`src/rtl/split_sam_ctrl.sv`:
```
module split_sam_ctrl #(
  parameter int DW      = 16,
  parameter int HALF_AW = 7,
  parameter int ROW_W   = 9
) (
  input  logic               clk,
  input  logic               rst_n,
  input  logic               xfer_req,
  input  logic [ROW_W-1:0]   xfer_row,
  input  logic [HALF_AW:0]   xfer_tap,
  input  logic               ser_en,
  output logic [DW-1:0]      ser_data,
  output logic [HALF_AW:0]   ser_ptr,
  output logic               ser_half,
  output logic               xfer_busy,
  output logic               fetch_req,
  output logic [ROW_W-1:0]   fetch_row,
  output logic [HALF_AW+1:0] fetch_col,
  input  logic               fetch_valid,
  input  logic [DW-1:0]      fetch_data
);
  localparam int AW    = HALF_AW + 1;
  localparam int DEPTH = 1 << AW;

  logic [DW-1:0]      mem [DEPTH];
  logic [AW-1:0]      ptr;
  logic [HALF_AW-1:0] tap;
  logic [HALF_AW-1:0] fill_cnt;
  logic               pend, tgt_half, filling;

  wire at_stop = &ptr[HALF_AW-1:0];
  wire jump    = ser_en & pend & at_stop;
  wire accept  = xfer_req & ~xfer_busy;
  wire wr_en   = filling & fetch_valid;

  assign xfer_busy = pend | filling;
  assign ser_ptr   = ptr;
  assign ser_half  = ptr[AW-1];

  always_ff @(posedge clk)
    if (wr_en) mem[{tgt_half, fill_cnt}] <= fetch_data;

  always_ff @(posedge clk) begin
    if (!rst_n) begin
      ptr       <= '0;
      pend      <= 1'b0;
      tap       <= '0;
      tgt_half  <= 1'b0;
      filling   <= 1'b0;
      fill_cnt  <= '0;
      ser_data  <= '0;
      fetch_req <= 1'b0;
      fetch_row <= '0;
      fetch_col <= '0;
    end else begin
      fetch_req <= accept;
      if (accept) begin
        pend      <= 1'b1;
        tap       <= xfer_tap[HALF_AW-1:0];
        tgt_half  <= ~ptr[AW-1];
        filling   <= 1'b1;
        fill_cnt  <= '0;
        fetch_row <= xfer_row;
        fetch_col <= {~ptr[AW-1], xfer_tap[AW-1], {HALF_AW{1'b0}}};
      end
      if (wr_en) begin
        fill_cnt <= fill_cnt + 1'b1;
        if (&fill_cnt) filling <= 1'b0;
      end
      if (ser_en) begin
        ser_data <= mem[ptr];
        if (jump) begin
          ptr  <= {tgt_half, tap};
          pend <= 1'b0;
        end else begin
          ptr <= ptr + 1'b1;
        end
      end
    end
  end

  p_hold_r2: assert property (@(posedge clk) disable iff (!rst_n)
    !ser_en |=> $stable(ser_ptr) && $stable(ser_data));

  p_step_r7: assert property (@(posedge clk) disable iff (!rst_n)
    ser_en && !(pend && at_stop) |=> ser_ptr == AW'($past(ser_ptr) + 1'b1));

  p_jump_r6: assert property (@(posedge clk) disable iff (!rst_n)
    jump |=> ser_ptr == {$past(tgt_half), $past(tap)} && !pend);

  p_tap_still_r5: assert property (@(posedge clk) disable iff (!rst_n)
    xfer_req && !xfer_busy && !ser_en |=> $stable(ser_ptr));

  p_refuse_r8: assert property (@(posedge clk) disable iff (!rst_n)
    xfer_req && xfer_busy |=> !fetch_req);

  p_pulse_r4: assert property (@(posedge clk) disable iff (!rst_n)
    fetch_req |=> !fetch_req);

  p_target_r3: assert property (@(posedge clk) disable iff (!rst_n)
    fetch_req |-> fetch_col[AW] != $past(ser_ptr[AW-1]) && fetch_col[HALF_AW-1:0] == '0);
endmodule

```
`config.mk`:
```
export PLATFORM = sky130hd
export DESIGN_NAME = split_sam_ctrl
export DESIGN_NICKNAME = d
export VERILOG_FILES = /design/src/rtl/split_sam_ctrl.sv
export SDC_FILE = /design/constraint.sdc
export NUM_CORES = 2
export LEC_CHECK = 0
export BUFFER_PORTS_ARGS = -buffer_cell sky130_fd_sc_hd__buf_4
export CAP_MARGIN = 10
export CORE_MARGIN = 5
export CORE_UTILIZATION = 57
export DETAILED_ROUTE_END_ITERATION = 8
export PLACE_DENSITY = 0.76
export SYNTH_ARGS = -nofsm -noshare
export SYNTH_HDL_FRONTEND = slang
export SYNTH_SLANG_ARGS = --single-unit
```
`constraint.sdc`:
```
create_clock -name clk -period 2.9 [get_ports clk]
set_input_delay 0.58 -clock clk [delete_from_list [all_inputs] [get_ports clk]]
set_output_delay 0.58 -clock clk [all_outputs]
set_load 0.03 [all_outputs]
```
Yosys cells after proc, flatten, opt, wreduce, memory -nomap -nowiden
Memories as Yosys holds them, arrays and structs flattened. A register that Yosys moved wholly into a read port is not among the register bits.
Index checks and enable logic that the tools add are counted.
{ "classes": {"add_sub_neg": 2, "mul": 0, "div": 0, "magnitude_cmp": 0, "eq_ne": 0, "shifts": 0, "mux": 11, "n_bitwise": 7, "n_reduce_logical": 4} }
{ "ops": {"columns": ["cell", "count"], "rows": [
  ["$mux 7", 2],
  ["$reduce_and 7->1", 2],
  ["$add 8x1->8 const B", 1],
  ["$mux 1", 8],
  ["$mux 8", 1],
  ["$add 7x1->7 const B", 1],
  ["$and 1x1->1", 4],
  ["$not 1->1", 2],
  ["$reduce_bool 2->1", 1],
  ["$logic_not 1->1", 1],
  ["$or 1x1->1", 1]
]} }
{ "word_totals": {"ff_bits": 37, "latch_bits": 0, "ram_bits": 4096, "mem_bits_ro": 0, "input_bits": 38, "word_cells": 34, "mem_count": 1} }
{ "memory_table": {"columns": ["name", "words", "width", "rd", "rd_clocked_by_memory_dff", "wr", "line", "rtl"], "rows": [
  ["mem", 256, 16, 1, 1, 1, "25", "logic [DW-1:0] mem [DEPTH];"]
]} }

Depth between registers and ports, before layout
{ "logic_depth": {"word_depth": 6, "mapped_depth": 12, "ltp_nobuf": 7} }

Worst setup path after synthesis
No wires, ideal clock.
{ "synth_timing": {"path_type": "reg-to-reg", "start": "register ptr[0], in the netlist ser_ptr[0]", "end": "register ser_data[15], read port of mem", "setup_ns": 0.117, "arrival_time_ns": 2.824, "setup_slack_ns": -0.041, "stages_incl_launch_ff": 10, "period_less_slack_ns": 2.941, "path_cell_list": "dfxtp_1 > buf_6 > buf_6 > buf_6 > buf_2 > mux4_2 > mux4_2 > o22ai_1 > nand3_1 > a22o_1"} }
{ "synth_lines": {"columns": ["element", "line", "rtl"], "rows": [
  ["from (decl)", "26", "logic [AW-1:0] ptr;"],
  ["from (signal assigned)", "73", "ptr <= {tgt_half, tap};"],
  ["from (signal assigned)", "76", "ptr <= ptr + 1'b1;"],
  ["to (decl)", "12", "output logic [DW-1:0] ser_data,"]
]} }

==> impl.org <==
** Clocking
- CTS tree :: done
- H-tree levels :: 5
- Buffers inserted during clock tree synthesis total 396.
- The longest clock path from root to sink contains 4 buffers.
- The tree built by TritonCTS fans out to around 4100 sinks.
- Clock Latency Late Sink :: a little under 1 ns
- The root buffer cell chosen for the clock tree is sky130_fd_sc_hd__clkbuf_16.
- Clock-pin slew reported for the worst setup and hold paths after clock tree synthesis :: 0.07 ns

** Placement
- Detailed-placement wirelength estimate :: between 200000 and 300000 µm
- The congestion estimate from routability-driven global placement came to around 0.9.
- Total placed cells including tap cells :: approximately 11000
- Placement Setup Slack :: -0.866 ns
- During placement, the flow inserted port buffers numbering 75.

** Die
- The die covers 0.290 mm².
- The initial utilization of the core area, before any placement, comes to a little under three fifths.
- Pin placement for this block handled just over 80 I/O pins.
- Height of the die :: 539 µm
- Measured along the x axis, the die boundary spans 539 µm.
- Number of cell rows :: about 190
- After floorplanning, the core was sized to cover around 0.28 mm².

** Global route
- The via count of the first global-routing pass was 84300.
- The first global-routing pass estimated 639000 µm of wire.
- For this run, the total global-route usage over all layers was measured as ~31%.
- Initial antenna violation count :: 22
- Pin count of the biggest net entering global routing :: between 100 and 150
- Gr ovfl total :: 0

** Power and ir drop
- Combinational power share :: ~6.0%
- The share of total power dissipated in sequential elements is around 52%.
- The internal power of the cells totals between 90 and 100 mW.
- Static power due to leakage :: 59.0 nW
- Worst-case vdd ir drop :: between 0.0006 and 0.0007 V
- Overall power consumption after layout is estimated at approximately 130 mW.
- Net switching is a little over a fifth of the power.
- Share of total power in the clock network :: 41.7%
- In this run the power spent charging and discharging nets is 27.1 mW.
- In this run the power density over the cells is approximately 670 mW/mm².

** Timing
- Finish-stage setup viols :: 16
- Once routing completed, OpenROAD measured the worst setup slack at -0.451 ns.
- Headroom to the max-slew limit came out at approximately 12%.
- Crit share post-route :: 116%
- Worst clock skew :: around 0.079 ns
- Unrepaired setup endpoints after global routing :: true
- Maximum clock rate :: 298 MHz
- The total count of max-transition violations in the final report came to 0.
- The worst path in the final design needs a cycle of ~3.4 ns, including I/O delays and setup.
- Final-report hold violation count :: 0
- For the pin with the worst max-slew slack, the measured transition is 1.32 ns.

** Setup path
- Data on the critical path arrives at its endpoint at 4.21 ns.
- Required time reported for the critical path endpoint :: 3.76 ns
- STA classifies the critical path startpoint as a flop.
- Cells on worst reg2reg path :: 10
- Category of the worst setup path capture point :: flop
- Along the worst path, the maximum fanout reaches 6.
- Worst setup path class :: flop to flop

** Run status
- Violated checks :: setup timing
- Outcome :: complete, but fails checks

** Synth
- Yosys printed 0 warnings.
- Yosys instantiated no cell more often than sky130_fd_sc_hd__edfxtp_1.
- Yosys mapped a number of flops with a built-in enable equal to between 4000 and 5000.
- Synthesis inferred about 4100 register bits.
- Top cell type's share of synthesized area :: 77.1%
- Summing every instance area after synthesis gives 0.159 mm².
- Number of standard cells after synthesis :: 6992
- Dividing the synthesized area by the synthesized cell count gives roughly 23 µm².
- Seq/Total Area, Yosys :: between 70 and 80%
- The most used flip-flop cell after synthesis is sky130_fd_sc_hd__edfxtp_1.
- sky130_fd_sc_hd__edfxtp_1 takes more of the synthesized area than any other cell.
- Largest cells by area after synthesis :: sky130_fd_sc_hd__edfxtp_1, sky130_fd_sc_hd__mux4_2, sky130_fd_sc_hd__mux2i_1
- Synth unique cells :: between 60 and 70
- Share of async-settable or async-resettable flops after synthesis :: 0%
- In the synthesized netlist, the cells that appear most often are sky130_fd_sc_hd__edfxtp_1, sky130_fd_sc_hd__mux4_2, sky130_fd_sc_hd__mux2i_1.

** Finish
- Fill cell total of the finished layout :: ~16000
- For this run, the number of standard cells in the final layout without fillers is 12200.
- Fraction of final layout cells with drive strength greater than 1 :: about a third
- Compared with the post-synthesis result, the final layout area differs by 18.0%.
- Across the whole layout, storage elements account for between 0.1 and 0.15 mm².
- Area occupied by multi-input gates :: 0.0343 mm²
- At the end of the flow, the number of nets in the layout was between 8000 and 9000.

** Route
- Wire length after detailed routing :: between 400000 and 500000 µm
- The first TritonRoute pass finished after 6 iterations.
- Detailed-route vias per instance :: between 6 and 7
- Routed wirelength normalized by instance count :: roughly 37 µm
- DRC marker count from the first detailed-route iteration :: approximately 14000
- Vias after detailed routing :: 83600
- Once detail routing completed, the nets flagged for antenna violations numbered 0.
- DRC violation count after routing :: 0

** Flow run
- The tool flagged a number of max-cap violations equal to 0.

** Min path
- Path category of the worst min-delay check :: input pin to flop
- Counting instances, the worst hold path has a depth of 1.
[flip-flops by register name, indices dropped and copies added (netlist names)]
register   count
fetch_col      1
fetch_req      1
fetch_row      9
fill_cnt       7
filling        1
mem         4096
pend           1
ser_data      16
ser_ptr        8
tap            7
tgt_half       1
[worst max-delay path: stages (launching register included)]
cell	delay [ns]
sky130_fd_sc_hd__dfxtp_4	0.39
sky130_fd_sc_hd__buf_8	0.12
sky130_fd_sc_hd__buf_12	0.15
sky130_fd_sc_hd__buf_16	0.18
sky130_fd_sc_hd__buf_16	0.15
sky130_fd_sc_hd__mux4_2	0.50
sky130_fd_sc_hd__mux4_2	0.57
sky130_fd_sc_hd__mux2i_2	0.22
sky130_fd_sc_hd__buf_4	0.19
sky130_fd_sc_hd__o211ai_1	0.31
sky130_fd_sc_hd__a221o_1	0.43
[per-layer routing]
| layer | vias to the layer above | GRT usage, % | routed length [µm] |
|---|---|---|---|
| li1 | 32000 | - | - |
| met1 | 43100 | 40.6 | 146000 |
| met2 | 7082 | 47.9 | 216000 |
| met3 | 1394 | 8.32 | 61000 |
| met4 | 14 | 17.1 | 31600 |
| met5 | - | 0 | 93 |
[layout make-up]
class / count / area share [%]
Sequential cell: 4148 / 66.0
Multi-Input combinational cell: 2425 / 18.3
Timing Repair Buffer: 1167 / 6.31
Clock buffer: 476 / 5.48
Tap cell: 3724 / 2.48
Clock inverter: 252 / 1.49
Antenna cell: 14 / 0.0186
Inverter: 7 / 0.0140
[cells in the final DEF, fill, tap and decap left out, drive strengths merged, types with 40 or more instances in the layout]
| master | synthesis | routed |
|---|---|---|
| mux2i | 394 | 394 |
| nand2 | 105 | 105 |
| clkbuf | 160 | 494 |
| edfxtp | 4096 | 4096 |
| o21ai | 45 | 45 |
| dfxtp | 52 | 52 |
| buf | 258 | 1119 |
| o22ai | 122 | 122 |
| nor2 | 323 | 323 |
| nand3 | 44 | 44 |
| mux4 | 1075 | 1075 |
| bufinv | 0 | 48 |
| clkinv | 1 | 172 |
| a21oi | 40 | 40 |
[worst paths after layout]
kind / start / endpoint / slack [ns]
worst min-delay path: fetch_data[14] / mem[213][14] / 0.11
worst min register to register: fetch_row[7] / fetch_row[7] / 0.47
worst max-delay path: ser_ptr[0] / ser_data[10] / -0.45
worst max register to register: ser_ptr[0] / ser_data[10] / -0.45
[cell families (layout without fill, tap and decap cells)]
family,count (synthesis),in the layout,share of synthesized area (%)
AO/OA/AOI/OAI,368,368,1.58
flip-flops,4148,4148,77.8
multiplexers,1474,1474,17.7
adder cells (fa/ha/maj),5,5,0.0392
other,1,21,0.00235
AND/OR/NAND/NOR,571,571,1.53
buffers and inverters,425,1902,1.37
[power groups by stage]
stage          clock network (mW)  logic, mW  registers [mW]
2_1_floorplan                   0       3.46            67.3
3_3_place_gp                    0       6.53            67.3
3_5_place_dp                    0       6.71            67.3
4_1_cts                      52.6       7.30            66.0
5_1_grt                      55.6       7.86            65.9
6_report                     52.5       7.60            66.0
[stage by stage]
step / cell area, µm² / setup TNS, ns / hold WS [ns] / utilization, %
CTS: 187000 / -3.65 / 0.0754 / 67.2
finish: 188000 / -4.78 / 0.111 / 67.4
floorplan: 159000 / 0 / 0.430 / -
global placement: 172000 / -9.20 / 0.444 / 61.7
detailed placement: 172000 / -9.19 / 0.451 / 61.7
global route: 188000 / -4.99 / 0.0776 / 67.4
[repair_timing]
action,CTS,global route
gates cloned,14,2
resized for setup,203,96
setup endpoints to repair,19,17
pin swaps,34,29
hold buffers,25,0
buffers inserted,79,31
endpoints found under the hold margin,49,0
(Power assumes the default switching activity.)
